--- config.mk ---
export PLATFORM = sky130hd
export DESIGN_NAME = adc_seq_ctrl
export DESIGN_NICKNAME = d
export VERILOG_FILES = /design/src/rtl/adc_seq_pkg.sv /design/src/rtl/adc_seq_regs.sv /design/src/rtl/adc_seq_timer.sv /design/src/rtl/adc_seq_ctrl.sv
export SDC_FILE = /design/constraint.sdc
export NUM_CORES = 1
export LEC_CHECK = 0
export BUFFER_PORTS_ARGS = -buffer_cell sky130_fd_sc_hd__buf_2
export CAP_MARGIN = 20
export CORE_MARGIN = 4
export CORE_UTILIZATION = 51
export DETAILED_ROUTE_END_ITERATION = 8
export HOLD_SLACK_MARGIN = 0.06
export PLACE_DENSITY_LB_ADDON = 0.15
export SYNTH_ARGS = -nofsm -noshare
export SYNTH_HDL_FRONTEND = slang
export SYNTH_SLANG_ARGS = --single-unit
--- constraint.sdc ---
create_clock -name clk -period 2.2 [get_ports clk]
set_input_delay 0.22 -clock clk [delete_from_list [all_inputs] [get_ports clk]]
set_output_delay 0.22 -clock clk [all_outputs]
set_load 0.01 [all_outputs]
--- src/rtl/adc_seq_pkg.sv ---
package adc_seq_pkg;

    // Register addresses and the start bit position (decoded by the sequencer)
    localparam int unsigned CTRL_ADDR  = 0;
    localparam int unsigned REFHI_ADDR = 1;
    localparam int unsigned START_BIT  = 7;
    localparam int unsigned CHAN_W     = 4;

    // Writable fields of the control register, bits 6:0
    typedef struct packed {
        logic              ref_lo;
        logic              ref_buf;
        logic              cont;
        logic [CHAN_W-1:0] chan;
    } ctl_fields_t;

endpackage

--- src/rtl/adc_seq_regs.sv ---
module adc_seq_regs
    import adc_seq_pkg::*;
#(
    parameter int unsigned ADDR_W = 2
) (
    input  logic              clk,
    input  logic              rst_n,
    input  logic              bus_we,
    input  logic [ADDR_W-1:0] bus_addr,
    input  logic [7:0]        bus_wdata,
    input  logic              busy,
    output ctl_fields_t       fields,
    output logic              ref_hi,
    output logic              start,
    output logic [7:0]        bus_rdata
);

    localparam logic [ADDR_W-1:0] A_CTRL  = ADDR_W'(CTRL_ADDR);
    localparam logic [ADDR_W-1:0] A_REFHI = ADDR_W'(REFHI_ADDR);

    typedef struct packed {
        ctl_fields_t f;
        logic        hi;
    } reg_state_t;

    reg_state_t st_q, st_d;

    logic hit_ctrl, hit_refhi;

    always_comb begin
        hit_ctrl  = bus_we && (bus_addr == A_CTRL);
        hit_refhi = bus_we && (bus_addr == A_REFHI);
        st_d = st_q;
        if (hit_ctrl) begin
            st_d.f = ctl_fields_t'(bus_wdata[6:0]);
        end
        if (hit_refhi) begin
            st_d.hi = bus_wdata[0];
        end
    end

    always_ff @(posedge clk) begin
        if (!rst_n) begin
            st_q.f  <= '0;
            st_q.hi <= 1'b1;
        end else begin
            st_q <= st_d;
        end
    end

    always_comb begin
        unique case (bus_addr)
            A_CTRL:  bus_rdata = {busy, st_q.f};
            A_REFHI: bus_rdata = {7'b0, st_q.hi};
            default: bus_rdata = 8'h00;
        endcase
    end

    assign start  = hit_ctrl && bus_wdata[START_BIT];
    assign fields = st_q.f;
    assign ref_hi = st_q.hi;

endmodule

--- src/rtl/adc_seq_timer.sv ---
module adc_seq_timer
    import adc_seq_pkg::*;
#(
    parameter int unsigned FIRST_CYCLES  = 5129,
    parameter int unsigned REPEAT_CYCLES = 256,
    parameter int unsigned SAMPLE_W      = 10
) (
    input  logic                clk,
    input  logic                rst_n,
    input  logic                start,
    input  logic [CHAN_W-1:0]   start_chan,
    input  logic                cont,
    input  logic [CHAN_W-1:0]   cur_chan,
    input  logic [SAMPLE_W-1:0] conv_data,
    output logic                busy,
    output logic [CHAN_W-1:0]   chan_out,
    output logic [SAMPLE_W-1:0] sample,
    output logic                valid,
    output logic                done
);

    localparam int unsigned LONGEST = (FIRST_CYCLES > REPEAT_CYCLES) ? FIRST_CYCLES : REPEAT_CYCLES;
    localparam int unsigned CNT_W   = $clog2(LONGEST + 1);
    localparam logic [CNT_W-1:0] FIRST_LOAD  = CNT_W'(FIRST_CYCLES - 1);
    localparam logic [CNT_W-1:0] REPEAT_LOAD = CNT_W'(REPEAT_CYCLES - 1);

    typedef struct packed {
        logic                busy;
        logic [CNT_W-1:0]    cnt;
        logic [CHAN_W-1:0]   chan;
        logic [SAMPLE_W-1:0] sample;
        logic                valid;
        logic                done;
    } tmr_state_t;

    tmr_state_t st_q, st_d;

    always_comb begin
        st_d      = st_q;
        st_d.done = 1'b0;
        if (start) begin
            // a start or restart always reloads the long first interval
            st_d.busy = 1'b1;
            st_d.cnt  = FIRST_LOAD;
            st_d.chan = start_chan;
        end else if (st_q.busy) begin
            if (st_q.cnt == '0) begin
                st_d.sample = conv_data;
                st_d.valid  = 1'b1;
                st_d.done   = 1'b1;
                if (cont) begin
                    st_d.cnt  = REPEAT_LOAD;
                    st_d.chan = cur_chan;
                end else begin
                    st_d.busy = 1'b0;
                end
            end else begin
                st_d.cnt = st_q.cnt - 1'b1;
            end
        end
    end

    always_ff @(posedge clk) begin
        if (!rst_n) begin
            st_q <= '0;
        end else begin
            st_q <= st_d;
        end
    end

    assign busy     = st_q.busy;
    assign chan_out = st_q.chan;
    assign sample   = st_q.sample;
    assign valid    = st_q.valid;
    assign done     = st_q.done;

endmodule

--- src/rtl/adc_seq_ctrl.sv ---
module adc_seq_ctrl
    import adc_seq_pkg::*;
#(
    parameter int unsigned FIRST_CYCLES  = 5129,
    parameter int unsigned REPEAT_CYCLES = 256,
    parameter int unsigned SAMPLE_W      = 10,
    parameter int unsigned ADDR_W        = 2
) (
    input  logic                clk,
    input  logic                rst_n,
    input  logic                bus_we,
    input  logic [ADDR_W-1:0]   bus_addr,
    input  logic [7:0]          bus_wdata,
    output logic [7:0]          bus_rdata,
    input  logic [SAMPLE_W-1:0] conv_data,
    output logic [3:0]          conv_channel,
    output logic [1:0]          conv_ref_sel,
    output logic                conv_ref_buf_en,
    output logic [SAMPLE_W-1:0] result_data,
    output logic                result_valid,
    output logic                result_done
);

    ctl_fields_t fields;
    logic        ref_hi;
    logic        start;
    logic        busy;

    adc_seq_regs #(
        .ADDR_W (ADDR_W)
    ) u_regs (
        .clk       (clk),
        .rst_n     (rst_n),
        .bus_we    (bus_we),
        .bus_addr  (bus_addr),
        .bus_wdata (bus_wdata),
        .busy      (busy),
        .fields    (fields),
        .ref_hi    (ref_hi),
        .start     (start),
        .bus_rdata (bus_rdata)
    );

    adc_seq_timer #(
        .FIRST_CYCLES  (FIRST_CYCLES),
        .REPEAT_CYCLES (REPEAT_CYCLES),
        .SAMPLE_W      (SAMPLE_W)
    ) u_timer (
        .clk        (clk),
        .rst_n      (rst_n),
        .start      (start),
        .start_chan (bus_wdata[CHAN_W-1:0]),
        .cont       (fields.cont),
        .cur_chan   (fields.chan),
        .conv_data  (conv_data),
        .busy       (busy),
        .chan_out   (conv_channel),
        .sample     (result_data),
        .valid      (result_valid),
        .done       (result_done)
    );

    assign conv_ref_sel    = {ref_hi, fields.ref_lo};
    assign conv_ref_buf_en = fields.ref_buf;

endmodule

-- Word-level counts from Yosys, hierarchy flattened
Index checks and enable logic that the tools add are counted.
- $add $sub $neg: 1
- multiply operators: 0
- divide/modulo/power cells: 0
- $lt $le $gt $ge: 0
- equality and inequality tests: 3
- shift operators: 0
- mux-type cells: 8
- bitwise logic cells: 3
- reduce and logical (&&, ||, !) cells: 14
- operators with widths (cell ; count):
    30-bit two-way mux ; 1
    18-bit two-way mux ; 1
    17-bit two-way mux ; 1
    16-bit two-way mux ; 1
    8-bit one-hot mux with 2 select lines ; 1
    13-bit logical NOT ; 1
    13-bit two-way mux ; 1
    13-bit by 1-bit subtractor with 13-bit output, second input constant ; 1
    3-bit AND reduction ; 2
    2-bit nonzero test ; 3
    2-bit AND reduction ; 2
    1-bit logical AND ; 3
    3-bit inequality test, second input constant ; 1
    1-bit inverter ; 3
    3-bit OR reduction ; 1
    2-bit by 1-bit == test with 1-bit output, second input constant ; 1
    2-bit logical NOT ; 1
    1-bit two-way mux ; 2
    2-bit inequality test, second input constant ; 1
    2-bit OR reduction ; 1
- register bits after elaboration: 38
- bits in latches: 0
- RAM bits: 0
- ROM bits: 0
- input port bits: 23
- output and inout bits: 27
- logic and storage cells: 41
- memories: 0

-- Longest topological paths before layout
Gate-level depths: netlist (run 1).
- word-level depth: 5
- depth in mapped cells: 8

-- Modules after synthesis
Synthesis (run 1) repeated with hierarchy kept, for this count alone.
- cell total of the unflattened synthesis: 219
- area total of the unflattened synthesis: 1959.4 sq um
- modules (own cells, without submodules) (module ; times used ; cells an instance ; area an instance (sq um) ; seq. area each (sq um)):
    adc_seq_timer ; 1 ; 171 ; 1541.5 ; 600.6
    adc_seq_regs ; 1 ; 47 ; 410.4 ; 160.2
    adc_seq_ctrl ; 1 ; 1 ; 7.5 ; 0.0

-- Worst setup path after synthesis (run 1)
Ideal clock, no wire load.
- kind: register to register
- start: register u_timer.st_q[16] (netlist bit)
- end: register u_timer.st_q, in the netlist u_timer.sample[2]
- library setup time: 0.116 ns
- arrival: 1.604 ns
- data required time: 2.084 ns
- path slack: 0.480 ns
- stages on the path, launching flop included: 9
- buffers on the path: 1
- period minus slack after synthesis: 1.720 ns
- cell sequence: dfxtp_1 > inv_1 > ha_1 > nor3b_1 > nand4_1 > nor2_2 > buf_4 > mux2i_1 > nor2b_1
- cells in the longest elaborated chain, start to end: 2
- RTL lines (element ; RTL line ; RTL):
    start, declared ; adc_seq_timer.sv:36 ; tmr_state_t st_q, st_d;
    start signal, assigned ; adc_seq_timer.sv:67 ; st_q <= st_d;
    13-bit logical NOT ; adc_seq_timer.sv:47 ; if (st_q.cnt == '0) begin
    3-bit AND reduction (no line) ; n/a ;
No other way between the ends.
A chain may end at the register's enable or synchronous reset.

-- Final worst setup path (run 1)
- start: register u_timer.st_q[16] (netlist bit)
- end: register u_timer.st_q[19] (netlist bit)
- cells in the longest elaborated chain, start to end: 4
- elaborated cells between the ends (all ways): 7
- classes of those cells: 1 x add/sub; 1 x eq/ne; 3 x mux; 2 x reduce/logical
- RTL lines (element ; RTL line ; RTL):
    13-bit by 1-bit subtractor with 13-bit output or 13-bit logical NOT (tied branches) ; adc_seq_timer.sv:58, adc_seq_timer.sv:47 ;
    13-bit two-way mux ; adc_seq_timer.sv:47 ;
    30-bit two-way mux ; adc_seq_timer.sv:46 ; end else if (st_q.busy) begin
    18-bit two-way mux ; adc_seq_timer.sv:41 ; if (start) begin
Several ways; a longest one is shown, not always the timed one. The select of a mux whose other input is x is not followed.

==> results.sh, run 1 <==
export IMPL_status="finished, final reports clean"
export IMPL_grt_pass1_vias=1338
export IMPL_crit_arrival_ps=2210
export IMPL_maxSlewHeadroom_pct=63.64
export IMPL_total_power_mw=1.312
export IMPL_post_place_cells=276
export IMPL_final_area_um2=2078
export IMPL_grt_pass1_wl_mm=5.796
export IMPL_seq_area_um2=760.7
export IMPL_track_usage_pct=16.73
export IMPL_grt_max_degree=30
export IMPL_worst_pin_slew_ps=543.4
export IMPL_grt_ovfl_total=0
export IMPL_final_cell_count_no_fill=284
export IMPL_fill_cells=324
export IMPL_drtIter0Drc=91
export IMPL_power_density_nw_per_um2=631.3
export IMPL_n_antenna_cell=0
export IMPL_cts_tree="built"
export IMPL_dpl_cell_area_um2=2001
export IMPL_finalWirelength_mm=3.553
export IMPL_hold_violations=0
export IMPL_slowest_stage="dfxtp_1"
export IMPL_max_cap_viol_count=0
export IMPL_cp_start_kind="register"
export IMPL_max_stage_delay_ps=360
export IMPL_num_rows=21
export IMPL_fin_ws_ps=226.7
export IMPL_drc=0
export IMPL_ys_seq_area_share_pct=41.76
export IMPL_vias=1441
export IMPL_wire_per_inst_um=12.51
export IMPL_die_area_um2=4592
export IMPL_cts_root_buf="clkbuf_4"
export IMPL_drtPass1Iterations=4
export IMPL_period_share_pct=89.70
export IMPL_path_clk_slew_ps=110
export IMPL_worst_setup_path_end_kind="register"
export IMPL_vdd_drop_max_uv=358.6
export IMPL_min_period_ps=1973
export IMPL_clk_path_buf_depth=2
export IMPL_cts_buffers=5
export IMPL_die_y_um=67.77
export IMPL_cts_resized=0
export IMPL_path_cells="inv_1 > ha_1 > nor3b_1 > nand4_1 > and2_1 > nand2b_1 > o221a_2"
export IMPL_ant_nets=0
export IMPL_cts_sinks=38
export IMPL_start_util_pct=53.75
export IMPL_postSynthAreaPerCell_um2=9.109
export IMPL_slew_viol_final=0
export IMPL_drive_gt1_share_pct=28.15
export IMPL_layout_nets=261
export IMPL_holdBufCountCts=0
export IMPL_layout_commonest_cell="buf_2"
export IMPL_critPathMaxFanout=5
export IMPL_port_buffers=49
export IMPL_die_w_um=67.77
export IMPL_rsz0062_at_grt="false"
export IMPL_ioPinCount=50
export IMPL_multiInputGateArea_um2=888.4
export IMPL_h_tree_depth=2
export IMPL_criticalPathCategory="reg2reg"
export IMPL_async_reset_ff_share_pct=0
export IMPL_core_area_um2=3390
export IMPL_hp_class="in2reg"
export IMPL_power_leakage_nw=0.9032
export IMPL_tns_ps=0
export IMPL_fmax_mhz=506.8
export IMPL_ys_types=34
export IMPL_synth_ff_type="dfxtp_1"
export IMPL_netlist_area_um2=1822
export IMPL_syn_nets=224
export IMPL_skew_ps=7.866
export IMPL_gp_congestion=0.8498
export IMPL_cts_setup_buffers=0
export IMPL_ys_warn_count=0
export IMPL_synth_cells=200
export IMPL_synth_edf_count=0
export IMPL_required_ps=2440
export IMPL_clock_latency_ps=330
export IMPL_final_cell_mix="buf_2, dfxtp_1, nand2_1"
export IMPL_setup_viol=0
export IMPL_areaGrowthSynthToFinish_pct=14.08
export IMPL_ys_ff_latch=38
export IMPL_antenna_found_initial=0
export IMPL_dp_hpwl_mm=2.713
export IMPL_avgViaCountPerCell=5.074
export IMPL_preCtsSetupSlack_ps=274.1
through the flow:
step / hold slack, ps / util (%)
floorplan: 345.1 / -
global placement: 442.7 / 59.03
detailed placement: 467.7 / 59.03
CTS: 101.9 / 61.31
global route: 105.2 / 61.31
finish: 116.1 / 61.31
power breakdown:
part / switching [mW] / internal [mW]
logic: 0.0760 / 0.0621
clock network: 0.221 / 0.235
registers: 0.0133 / 0.704
total: 0.310 / 1.00
cell families (layout without fill, tap and decap cells):
kind of cell | count (synthesis) | count (layout) | share of synthesized area (%)
mux | 17 | 17 | 9.340
buf+inv | 27 | 65 | 9.478
compound gates | 29 | 29 | 10.44
simple gates | 81 | 81 | 24.93
fa+ha+maj | 1 | 1 | 0.6867
xor+xnor | 7 | 7 | 3.365
flops | 38 | 38 | 41.76
path summary, 6_finish.rpt:
check / slack, ps / end / startpoint / cells past startpoint
worst max-delay path: 230 / u_timer.st_q[19] / u_timer.st_q[16] / 7
worst max register to register: 230 / u_timer.st_q[19] / u_timer.st_q[16] / 7
worst min register to register: 480 / u_regs.fields[5] / u_regs.fields[5] / 2
worst min-delay path: 120 / u_regs.fields[5] / bus_wdata[5] / 3
sequential cells by signal (all words and copies together), names as in the netlist:
name / flops
u_timer.done: 1
u_timer.chan_out: 4
u_timer.valid: 1
u_timer.st_q: 13
u_timer.sample: 10
u_regs.ref_hi: 1
u_regs.fields: 7
u_timer.busy: 1
Yosys cell counts, types with 2 or more instances:
cell type,instances,share of area [%]
nand2_1,21,4.3
nand3_1,3,0.82
mux2i_1,17,9.3
clkbuf_1,6,1.2
nor2b_1,10,3.4
xor2_1,7,3.4
a21boi_0,9,3.7
nand4b_1,3,1.4
and2_1,12,4.1
nor3_1,3,0.82
or3_1,2,0.69
a311oi_1,2,0.96
dfxtp_1,38,42
o21ai_0,5,1.4
buf_4,17,7.0
inv_1,3,0.62
a21oi_1,9,2.5
nand4_1,5,1.7
nor2_1,13,2.7
per-layer routing:
layer	share of wire, %	GRT usage [%]	routed length [µm]
met1	49	21.69	1731
met2	44	25.39	1559
met3	6.3	6.988	224
met4	1.0	4.557	37
met5	0	0	0
layout make-up:
class	instances	area share (%)
Multi-Input combinational cell	135	42.75
Clock inverter	3	1.927
Timing Repair Buffer	54	13.61
Inverter	3	0.5418
Clock buffer	5	1.806
Sequential cell	38	36.60
Tap cell	46	2.769
worst max-delay path, delay by kind of cell, from the launching register on:
family | cells | cell delay [ps]
AND/OR/NAND/NOR | 4 | 980
flip-flops | 1 | 360
AO/OA/AOI/OAI | 1 | 260
adder cells (fa/ha/maj) | 1 | 200
buffers and inverters | 1 | 70
No activity file was read; power rests on OpenSTA's default activity.
==> inputs of run 2 (changes only) <==
--- a/config.mk
+++ b/config.mk
@@ -10,6 +10,7 @@
 export CORE_MARGIN = 4
 export CORE_UTILIZATION = 51
 export DETAILED_ROUTE_END_ITERATION = 8
+export GPL_TIMING_DRIVEN = 0
 export HOLD_SLACK_MARGIN = 0.06
 export PLACE_DENSITY_LB_ADDON = 0.15
 export SYNTH_ARGS = -nofsm -noshare
==> results.sh, run 2 (synthesis results as in run 1) <==
export IMPL_tns_ps=0
export IMPL_hold_violations=0
export IMPL_ioPinCount=50
export IMPL_clk_path_buf_depth=2
export IMPL_total_power_mw=1.205
export IMPL_worst_pin_slew_ps=505.9
export IMPL_fin_util_pct=64.08
export IMPL_grt_max_degree=11
export IMPL_finalWirelength_mm=3.818
export IMPL_final_cell_mix="buf_2, dfxtp_1, nand2_1"
export IMPL_clock_latency_ps=340
export IMPL_fmax_mhz=503.4
export IMPL_criticalPathCategory="reg2reg"
export IMPL_holdBufCountCts=0
export IMPL_drive_gt1_share_pct=30.08
export IMPL_gp_congestion=0.8113
export IMPL_preCtsSetupSlack_ps=178.3
export IMPL_use_met3_pct=6.323
export IMPL_track_usage_pct=19.44
export IMPL_start_util_pct=53.75
export IMPL_vdd_drop_max_uv=352.9
export IMPL_drc=0
export IMPL_max_cap_viol_count=0
export IMPL_skew_ps=5.232
export IMPL_required_ps=2440
export IMPL_cts_sinks=38
export IMPL_worst_setup_path_end_kind="register"
export IMPL_dp_hpwl_mm=2.953
export IMPL_power_density_nw_per_um2=554.6
export IMPL_grt_ovfl_total=0
export IMPL_layout_commonest_cell="buf_2"
export IMPL_ant_nets=0
export IMPL_met2_usage_pct=30.13
export IMPL_port_buffers=48
export IMPL_largest_reg_flops=13
export IMPL_cts_buffers=5
export IMPL_critPathMaxFanout=10
export IMPL_wire_per_inst_um=12.64
export IMPL_crit_arrival_ps=2220
export IMPL_path_clk_slew_ps=100
export IMPL_vias=1524
export IMPL_h_tree_depth=2
export IMPL_drtPass1Iterations=4
export IMPL_layout_nets=280
export IMPL_core_area_um2=3390
export IMPL_setup_viol=0
export IMPL_min_period_ps=1986
export IMPL_fill_cells=328
export IMPL_rsz0062_at_grt="false"
export IMPL_cts_tree="built"
export IMPL_cp_start_kind="register"
export IMPL_min_path_cells=3
export IMPL_drtIter0Drc=100
export IMPL_cts_resized=0
export IMPL_regMostFlops="u_timer.st_q"
export IMPL_status="finished, final reports clean"
export IMPL_hp_class="in2reg"
export IMPL_n_antenna_cell=0
export IMPL_grt_pass1_wl_mm=6.492
export IMPL_die_area_um2=4592
export IMPL_power_leakage_nw=0.9648
export IMPL_die_w_um=67.77
export IMPL_slew_viol_final=0
export IMPL_met1_usage_pct=23.63
export IMPL_busiest_layer="met2"
export IMPL_cts_root_buf="clkbuf_4"
export IMPL_num_rows=21
export IMPL_antenna_found_initial=0
export IMPL_fin_ws_ps=213.6
export IMPL_maxSlewHeadroom_pct=66.15
export IMPL_areaGrowthSynthToFinish_pct=19.23
export IMPL_die_y_um=67.77
export IMPL_grt_pass1_vias=1438
export IMPL_avgViaCountPerCell=5.046
export IMPL_period_share_pct=90.29
export IMPL_rr_worst_depth=8
run 2: repair_timing:
action,CTS,global route
setup endpoints to repair,0,3
hold endpoints to repair,0,0
setup buffers,0,1
run 2: area by class of cell:
class,count,area [µm²],share of cell area [%]
multi-input cells,135,888.4,40.90
inverters,3,11.26,0.5184
plain buffers,24,161.4,7.431
clock buffers,7,45.04,2.074
well taps,46,57.56,2.650
flip-flops and latches,38,760.7,35.02
repair buffers,49,247.7,11.41
run 2: critical path, cell delays in order (launching register included):
cell and delay, ps:
dfxtp_1 360, inv_1 70, ha_1 190, nor3b_1 260
nand4_1 230, nor2_2 220, buf_4 230, mux2i_1 240
nor2b_1 70
run 2: where the power goes:
group          switching [mW]  internal [mW]  total (mW)  leakage, nW
logic                  0.0792         0.0716       0.151        0.632
clock network           0.216          0.121       0.336       0.0254
registers              0.0132          0.704       0.718        0.308
total                   0.308          0.897        1.20        0.965
run 2: metal layers:
| layer | share of wire, % | routed length [µm] |
|---|---|---|
| met2 | 47 | 1792 |
| met1 | 44 | 1668 |
| met5 | 0 | 0 |
| met4 | 2.2 | 84 |
| met3 | 7.1 | 272 |
run 2: per-stage QoR:
step,hold slack [ps],std cells,area [µm²]
final,115.3,302,2172
after global routing,101.3,302,2172
after detailed placement,469.7,294,2120
after global placement,441.3,294,2120
after floorplan,345.1,200,1822
after CTS,95.59,301,2165
run 2: path summary, 6_finish.rpt:
path                                        from                 to  slack (ps)
worst min register to register  u_regs.fields[5]   u_regs.fields[5]         480
worst max-delay path            u_timer.st_q[16]  u_timer.sample[5]         210
worst min-delay path                bus_wdata[5]   u_regs.fields[5]         120
worst max register to register  u_timer.st_q[16]  u_timer.sample[5]         210
